--- src/rtl/lp_pkg.sv ---
package lp_pkg;
  localparam int CMD_W = 4;

  typedef enum logic [2:0] {
    ST_IDLE, ST_ENTER, ST_PD_PRE, ST_PD_ACT, ST_EXIT_WAIT, ST_READY
  } lpState_t;

  // strobes from control to datapath
  typedef struct packed {
    logic resetCmd;   // reset: drive no-operation
    logic forceIdle;  // hold the idle command on the bus
    logic ckeLow;     // drive clock-enable low
    logic loadCnt;    // load exit-delay counter
    logic decCnt;     // step exit-delay counter
  } lpStrobe_t;

  localparam logic [1:0] MODE_NONE = 2'b00;
  localparam logic [1:0] MODE_PRE  = 2'b01;
  localparam logic [1:0] MODE_ACT  = 2'b10;

  localparam logic [CMD_W-1:0] CMD_NOP   = 4'b0111;
  localparam logic [CMD_W-1:0] CMD_DESEL = 4'b1111;
endpackage

--- src/rtl/lp_ctrl.sv ---
module lp_ctrl
  import lp_pkg::*;
#(
  parameter int NUM_BANKS = 4
) (
  input  logic                 clk,
  input  logic                 rstN,
  input  logic                 pdReq,
  input  logic [NUM_BANKS-1:0] bankOpen,
  input  logic                 refreshDue,
  input  logic                 cntZero,
  output lpStrobe_t            strobe,
  output logic [1:0]           pdMode,
  output logic                 ready
);
  lpState_t stateQ, stateD;
  logic [1:0] modeQ, modeD;
  logic armedQ, armedD;
  logic inPd, inSleep, exitNow;

  assign inPd    = (stateQ == ST_PD_PRE) || (stateQ == ST_PD_ACT);
  assign inSleep = inPd || (stateQ == ST_ENTER);
  assign exitNow = inPd && (refreshDue || !pdReq);

  always_comb begin
    stateD = stateQ;
    modeD  = modeQ;
    armedD = armedQ;
    if (!pdReq) armedD = 1'b1;
    else if (exitNow && refreshDue) armedD = 1'b0;
    unique case (stateQ)
      ST_IDLE: if (pdReq && armedQ && !refreshDue) begin
        stateD = ST_ENTER;
        modeD  = (|bankOpen) ? MODE_ACT : MODE_PRE;
      end
      ST_ENTER:     stateD = (modeQ == MODE_ACT) ? ST_PD_ACT : ST_PD_PRE;
      ST_PD_PRE,
      ST_PD_ACT:    if (exitNow) stateD = ST_EXIT_WAIT;
      ST_EXIT_WAIT: if (cntZero) stateD = ST_READY;
      ST_READY:     stateD = ST_IDLE;
      default:      stateD = ST_IDLE;
    endcase
  end

  always_ff @(posedge clk) begin
    if (!rstN) begin
      stateQ <= ST_IDLE;
      modeQ  <= MODE_NONE;
      armedQ <= 1'b1;
    end else begin
      stateQ <= stateD;
      modeQ  <= modeD;
      armedQ <= armedD;
    end
  end

  always_comb begin
    strobe.resetCmd  = !rstN;
    strobe.forceIdle = rstN && (stateQ != ST_IDLE) && (stateQ != ST_READY);
    strobe.ckeLow    = rstN && inSleep;
    strobe.loadCnt   = rstN && exitNow;
    strobe.decCnt    = rstN && (stateQ == ST_EXIT_WAIT) && !cntZero;
  end

  assign pdMode = (rstN && inSleep) ? modeQ : MODE_NONE;
  assign ready  = rstN && ((stateQ == ST_IDLE) || (stateQ == ST_READY));

  // mode code never ambiguous
  a_r3_mode_onehot: assert property (@(posedge clk) disable iff (!rstN)
    $onehot0(pdMode));
  // mode steady through power-down
  a_r3_mode_stable: assert property (@(posedge clk) disable iff (!rstN)
    inPd |-> $stable(pdMode));
  // refresh during power-down leads to exit wait
  a_r7_refresh_exit: assert property (@(posedge clk) disable iff (!rstN)
    (inPd && refreshDue) |=> (stateQ == ST_EXIT_WAIT));
  // ready and a power-down mode never together
  a_r6_ready_no_mode: assert property (@(posedge clk) disable iff (!rstN)
    ready |-> (pdMode == MODE_NONE));
endmodule

--- src/rtl/lp_datapath.sv ---
module lp_datapath
  import lp_pkg::*;
#(
  parameter int CNT_W        = 8,
  parameter bit USE_DESELECT = 1'b0
) (
  input  logic             clk,
  input  logic             rstN,
  input  lpStrobe_t        strobe,
  input  logic [CNT_W-1:0] exitDelay,
  input  logic [CMD_W-1:0] hostCmd,
  output logic             cke,
  output logic [CMD_W-1:0] memCmd,
  output logic             cntZero
);
  logic [CNT_W-1:0] cntQ;
  logic [CMD_W-1:0] idleCmd;

  generate
    if (USE_DESELECT) begin : g_desel
      assign idleCmd = CMD_DESEL;
    end else begin : g_nop
      assign idleCmd = CMD_NOP;
    end
  endgenerate

  always_ff @(posedge clk) begin
    if (!rstN)                cntQ <= '0;
    else if (strobe.loadCnt)  cntQ <= exitDelay;
    else if (strobe.decCnt)   cntQ <= cntQ - 1'b1;
  end

  assign cntZero = (cntQ == '0);
  assign cke     = !strobe.ckeLow;

  always_comb begin
    if (strobe.resetCmd)       memCmd = CMD_NOP;
    else if (strobe.forceIdle) memCmd = idleCmd;
    else                       memCmd = hostCmd;
  end

  // counter steps down by exactly one
  a_r6_count_step: assert property (@(posedge clk) disable iff (!rstN)
    strobe.decCnt |=> (cntQ == $past(cntQ) - 1'b1));
  // bus held idle while the delay is still counting
  a_r6_bus_held: assert property (@(posedge clk) disable iff (!rstN)
    (cntQ != '0) |-> (memCmd == idleCmd));
  // rising clock-enable carries the idle command
  a_r5_exit_edge_idle: assert property (@(posedge clk) disable iff (!rstN)
    $rose(cke) |-> (memCmd == idleCmd));
endmodule

--- src/rtl/lp_pd_sequencer.sv ---
module lp_pd_sequencer
  import lp_pkg::*;
#(
  parameter int NUM_BANKS    = 4,
  parameter int CNT_W        = 8,
  parameter bit USE_DESELECT = 1'b0
) (
  input  logic                 clk,
  input  logic                 rstN,
  input  logic                 pdReq,
  input  logic [NUM_BANKS-1:0] bankOpen,
  input  logic                 refreshDue,
  input  logic [CNT_W-1:0]     exitDelay,
  input  logic [3:0]           hostCmd,
  output logic                 cke,
  output logic [3:0]           memCmd,
  output logic [1:0]           pdMode,
  output logic                 ready
);
  lpStrobe_t strobe;
  logic cntZero;

  lp_ctrl #(.NUM_BANKS(NUM_BANKS)) u_ctrl (
    .clk(clk), .rstN(rstN), .pdReq(pdReq), .bankOpen(bankOpen),
    .refreshDue(refreshDue), .cntZero(cntZero), .strobe(strobe),
    .pdMode(pdMode), .ready(ready)
  );

  lp_datapath #(.CNT_W(CNT_W), .USE_DESELECT(USE_DESELECT)) u_dp (
    .clk(clk), .rstN(rstN), .strobe(strobe), .exitDelay(exitDelay),
    .hostCmd(hostCmd), .cke(cke), .memCmd(memCmd), .cntZero(cntZero)
  );
endmodule

--- config.mk ---
export PLATFORM = sky130hd
export DESIGN_NAME = lp_pd_sequencer
export DESIGN_NICKNAME = d
export VERILOG_FILES = /design/src/rtl/lp_pkg.sv /design/src/rtl/lp_ctrl.sv /design/src/rtl/lp_datapath.sv /design/src/rtl/lp_pd_sequencer.sv
export SDC_FILE = /design/constraint.sdc
export NUM_CORES = 1
export LEC_CHECK = 0
export BUFFER_PORTS_ARGS = -buffer_cell sky130_fd_sc_hd__buf_2
export CORE_ASPECT_RATIO = 0.7
export CORE_UTILIZATION = 41
export CTS_CLUSTER_DIAMETER = 150
export DETAILED_ROUTE_END_ITERATION = 12
export PLACE_DENSITY = 0.66
export SLEW_MARGIN = 25
export SYNTH_ARGS = -nofsm -noshare
export SYNTH_HDL_FRONTEND = slang
export SYNTH_SLANG_ARGS = --single-unit
--- constraint.sdc ---
create_clock -name clk -period 2.17 [get_ports clk]
set_clock_uncertainty 0.15 [all_clocks]
set_input_delay 0.434 -clock clk [delete_from_list [all_inputs] [get_ports clk]]
set_output_delay 0.434 -clock clk [all_outputs]
set_load 0.01 [all_outputs]
==> Word level (Yosys, flattened, before mapping) <==
Cells that the tools add are included.
{ "word_totals": {"reg_bits": 14, "output_inout_bits": 8} }
{ "op_classes": {"reduce_logical": 28, "eq_ne": 10, "n_mux": 11, "addsub": 1} }
{ "ops": {"columns": ["op", "count"], "rows": [
  ["$mux W8", 2],
  ["$pmux W3 S4", 1],
  ["$logic_and A1 B1 Y1", 11],
  ["$mux W3", 3],
  ["$logic_not A8 Y1", 1],
  ["$mux W4", 2],
  ["$sub A8 B1 Y8 const B", 1],
  ["$eq A3 B2 Y1 const B", 2],
  ["$eq A3 B3 Y1 const B", 2],
  ["$ne A2 B1 Y1 const B", 3],
  ["$logic_not A1 Y1", 4],
  ["$logic_or A1 B1 Y1", 4],
  ["$mux W2", 2],
  ["$reduce_and A2 Y1", 2],
  ["$reduce_or A4 Y1", 1],
  ["$eq A3 B1 Y1 const B", 1],
  ["$logic_not A3 Y1", 1],
  ["$ne A3 B3 Y1 const B", 1],
  ["$reduce_and A3 Y1", 1],
  ["$reduce_bool A3 Y1", 1],
  ["$eq A2 B2 Y1 const B", 1],
  ["$reduce_bool A2 Y1", 1],
  ["$reduce_or A2 Y1", 1],
  ["$mux W1", 1]
]} }

==> Longest topological paths before layout <==
{ "depth": {"word_depth": 5, "ltp_mapped": 7} }

==> Cells and area by module <==
Synthesis repeated with hierarchy kept, for this count alone.
{ "unflattened": {"cells_unflattened": 106, "hier_area_um2": 913.4} }
{ "by_module_without_submodules": {"columns": ["mod", "area_per_inst_um2", "instances", "seq_area_each_um2", "cells_each"], "rows": [
  ["lp_datapath", 568.0, 1, 160.2, 63],
  ["lp_ctrl", 345.3, 1, 120.1, 43]
]} }

==> Worst setup path after synthesis <==
Ideal clock, no wire load.
{ "synth_timing": {"kind": "input-to-output", "startpoint": "input rstN", "endpoint": "output memCmd[3]", "arrival_ps": 1415, "path_slack_ps": 171, "stages": 4, "n_path_buf": 1, "required_time_ps": 1586, "cell_sequence": "buf_2 -> inv_1 -> nor3_1 -> and2_1"} }
{ "synth_between": {"elab_chain_cells": 4} }
{ "synth_rtl": {"columns": ["element", "line", "source"], "rows": [
  ["from (decl)", "lp_pd_sequencer.sv:9", "input logic rstN,"],
  ["$logic_and A1 B1 Y1 (2 in series)", "lp_ctrl.sv:59", "strobe.forceIdle = rstN && (stateQ != ST_IDLE) && (stateQ != ST_READY);"],
  ["$mux W4", "lp_datapath.sv:38", "else if (strobe.forceIdle) memCmd = idleCmd;"],
  ["$mux W4 (*)", "lp_datapath.sv:37", "if (strobe.resetCmd) memCmd = CMD_NOP;"],
  ["to (decl)", "lp_pd_sequencer.sv:16", "output logic [3:0] memCmd,"]
]} }
Every way passes the cells marked *; elsewhere a longest branch is shown, timed or not.

==> Worst setup path in the final report <==
{ "layout_timing": {"startpoint": "register u_ctrl.stateQ[0]", "endpoint": "output memCmd[3]"} }
{ "layout_between": {"elab_chain_cells": 5, "elab_cells_between_ends": 6} }
{ "layout_rtl": {"columns": ["element", "line", "source"], "rows": [
  ["from (decl)", "lp_ctrl.sv:16", "lpState_t stateQ, stateD;"],
  ["from (signal assigned)", "lp_ctrl.sv:51", "stateQ <= stateD;"],
  ["$reduce_bool A3 Y1", "lp_ctrl.sv:59", null],
  ["$logic_and A1 B1 Y1", "lp_ctrl.sv:59", null],
  ["$logic_and A1 B1 Y1 (*)", "lp_ctrl.sv:59", null],
  ["$mux W4 (*)", "lp_datapath.sv:38", null],
  ["$mux W4 (*)", "lp_datapath.sv:37", null]
]} }
Marks and branches as above.

==> results.cfg <==
[place]
dpl_cell_area_um2 = 1020
gp_congestion = 0.7827
dp_hpwl_um = 1461
io_buffers = 27

[timing]
setup_tns_ns = 0
period_share_pct = 91.77
finalHoldViolCount = 0
setup_viol = 0
finalCriticalPeriod_ns = 1.991
maxSlewViolCount = 0
rsz0062_at_grt = no
worst_hold_slack_ns = 0.1938
max_clock_freq_ghz = 0.5022
tightest_slew_ns = 0.4581
slew_headroom_pct = 69.39

[cells_and_area]
layout-drive-gt1-share_pct = 32.82
antenna_cells = 0
multiInputGateArea_um2 = 551.8
final_nets = 154
final_area_um2 = 1064
nFillCells = 174
syn_to_final_growth_pct = 20.40
seq_area_um2 = 282.8

[global_route]
grt_max_degree = 16
grtUsageTotal_pct = 17.69
grt_pass1_vias = 638
grt.overflow.total = 0
grt_pass1_wl_um = 2967
antenna_found_initial = 0

[synthesis]
syn_area_per_cell_um2 = 8.413
yosys.area.top_type_share_pct = 31.73
seq_area_frac_synth_pct = 31.73
netlist_instances = 105
synth-async-reset-ratio_pct = 0
synth_warnings = 0
synthTopCellsByArea = dfxtp_1 (32%), o211ai_2 (7.1%), a21oi_1 (5.7%)
synth-seq-cells = 14
yosys.area.top_type = dfxtp_1
syn_area_um2 = 883.3
synthFlopType = dfxtp_1
ys_types = 35
syn_nets = 127
synth-edff-count = 0

[power_and_ir_drop]
p_leak_nw = 0.4446
power_frac_seq_pct = 45.6
ir_drop_v = 0.0004005
p_sw_w = 0.0002017
power_density_nw_per_um2 = 607.3
finalPower_w = 0.0006459
combPwrFrac_pct = 23.5
swShare_pct = 31.22
intPower_w = 0.0004443
clockPowerShare_pct = 30.9

[worst_hold_path]
worstHoldPathType = input port to flip-flop

[outcome]
outcome = completed

[worst_setup_path]
startpoint_type = flip-flop
critPathMaxFanout = 7
endpoint_kind = output port
cp.arrival_ns = 1.41
critical_path_class = flip-flop to output port
required_ns = 1.59

[job]
cap_violations = 0

[routing]
drc = 0
final_antenna_net_count = 0
vias = 845
wl_per_cell_um = 12.48
vias_per_cell = 5.523
initialDrtViolationCount = 15
totalWireLength_um = 1910
dr.pass1.iters = 4

[floorplanning]
rows = 13
fp.dieH_um = 40.84
core_area_um2 = 1936
initial_utilization_pct = 45.64
die_w_um = 57.48
die_area_um2 = 2347
ios = 28

[clocking]
clockBufferDepth = 2
cts_buffers = 3
root_buffer = clkbuf_4
postCtsHoldBufs = 0
insertion_delay_ns = 0.30
cts_sinks = 14
clk_pin_slew_ns = 0.09
htree_levels = 1
cts_tree = yes
## power groups by stage
stage                     Combinational [W]  Sequential [W]  Clock, W
final                              0.000152        0.000295  0.000199
after CTS                          0.000152        0.000294  0.000197
after floorplan                    0.000120        0.000289         0
after detailed placement           0.000150        0.000299         0
after global placement             0.000147        0.000299         0
after global routing               0.000170        0.000298  0.000215
## registers in the layout, summed over array words and instances (netlist names)
signal	cells
u_ctrl.stateQ	3
u_dp.cntQ	8
u_ctrl.modeQ	2
u_ctrl.armedQ	1
## repair_timing
| item | 4_1_cts | 5_1_grt |
|---|---|---|
| buffers inserted | 0 | 0 |
| endpoints found under the setup margin | 1 | 3 |
| gates resized for setup | 1 | 2 |
| pin swaps | 0 | 0 |
| endpoints found under the hold margin | 0 | 0 |
## cell type report
class                   count  share of cell area (%)
well taps                  22                   2.588
multi-input cells          80                   51.88
clock buffers               4                   3.412
flip-flops and latches     14                   26.59
repair buffers             29                   14.12
inverters                   4                   1.412
## metrics by stage
step / std cells / setup WS [ns] / util (%)
2_1_floorplan: 105 / 0.1713 / -
3_3_place_gp: 149 / 0.1551 / 52.68
3_5_place_dp: 149 / 0.05516 / 52.68
4_1_cts: 153 / 0.1108 / 54.82
5_1_grt: 153 / 0.04148 / 54.95
6_report: 153 / 0.1786 / 54.95
## synth_stat cells (3+ instances only)
| library cell | number |
|---|---|
| a21oi_1 | 10 |
| and2_1 | 3 |
| buf_2 | 3 |
| dfxtp_1 | 14 |
| inv_1 | 4 |
| nand2_1 | 3 |
| nand2b_1 | 6 |
| nand3_1 | 3 |
| nor2_1 | 6 |
| nor3_1 | 4 |
| o211ai_2 | 5 |
| o21ai_0 | 7 |
| xor2_1 | 5 |
## path summary, 6_finish.rpt
| kind | startpoint | endpoint | slack, ns | cells past startpoint |
|---|---|---|---|---|
| worst max-delay path | u_ctrl.stateQ[0] | memCmd[3] | 0.18 | 4 |
| worst min-delay path | pdReq | u_ctrl.armedQ | 0.19 | 2 |
| worst max register to register | u_dp.cntQ[0] | u_dp.cntQ[0] | 0.30 | 6 |
| worst min register to register | u_ctrl.armedQ | u_ctrl.armedQ | 0.35 | 2 |
## cells in the final DEF, fill, tap and decap left out
cell      instances
ha_1              2
nand2_1           3
inv_1             4
buf_4             2
a211o_1           1
nor4bb_1          1
or3b_2            1
o21a_1            2
dfxtp_2           2
and3_1            1
nand4_1           2
nor3b_1           2
xnor2_1           1
xor2_1            5
clkbuf_4          3
nand3b_1          2
nor2b_1           2
nor3_2            1
o32ai_1           1
o211ai_2          5
dfxtp_1          12
nor2_1            6
nor4_1            2
nand3_1           3
o21ai_0           7
nand4b_1          1
buf_2            27
a21oi_1          10
nand2b_1          6
mux2i_1           2
or3b_1            1
and2_1            3
a21boi_0          1
clkbuf_8          1
a211oi_1          2
or4_4             1
nor3_1            3
## per-layer routing
metal / up-vias / track usage (%) / wire length [um]
li1: 430 / - / -
met5: - / 0 / 0
met1: 391 / 24.30 / 992
met2: 22 / 25.58 / 786
met3: 2 / 6.625 / 117
met4: 0 / 5.488 / 13
## logic make-up (layout without fill, tap and decap cells)
group,Yosys count,count (layout),share of synthesized area [%]
simple gates,41,41,27.90
mux,2,2,2.266
xor+xnor,6,6,5.949
compound gates,29,29,22.95
flops,14,14,31.73
buf+inv,11,37,6.373
fa+ha+maj,2,2,2.832
## critical path: stages (launching register included)
cell	delay [ns]
dfxtp_1	0.46
xor2_1	0.12
nor3_2	0.25
and2_1	0.17
buf_2	0.12
Power figures use the tool's default switching activity.
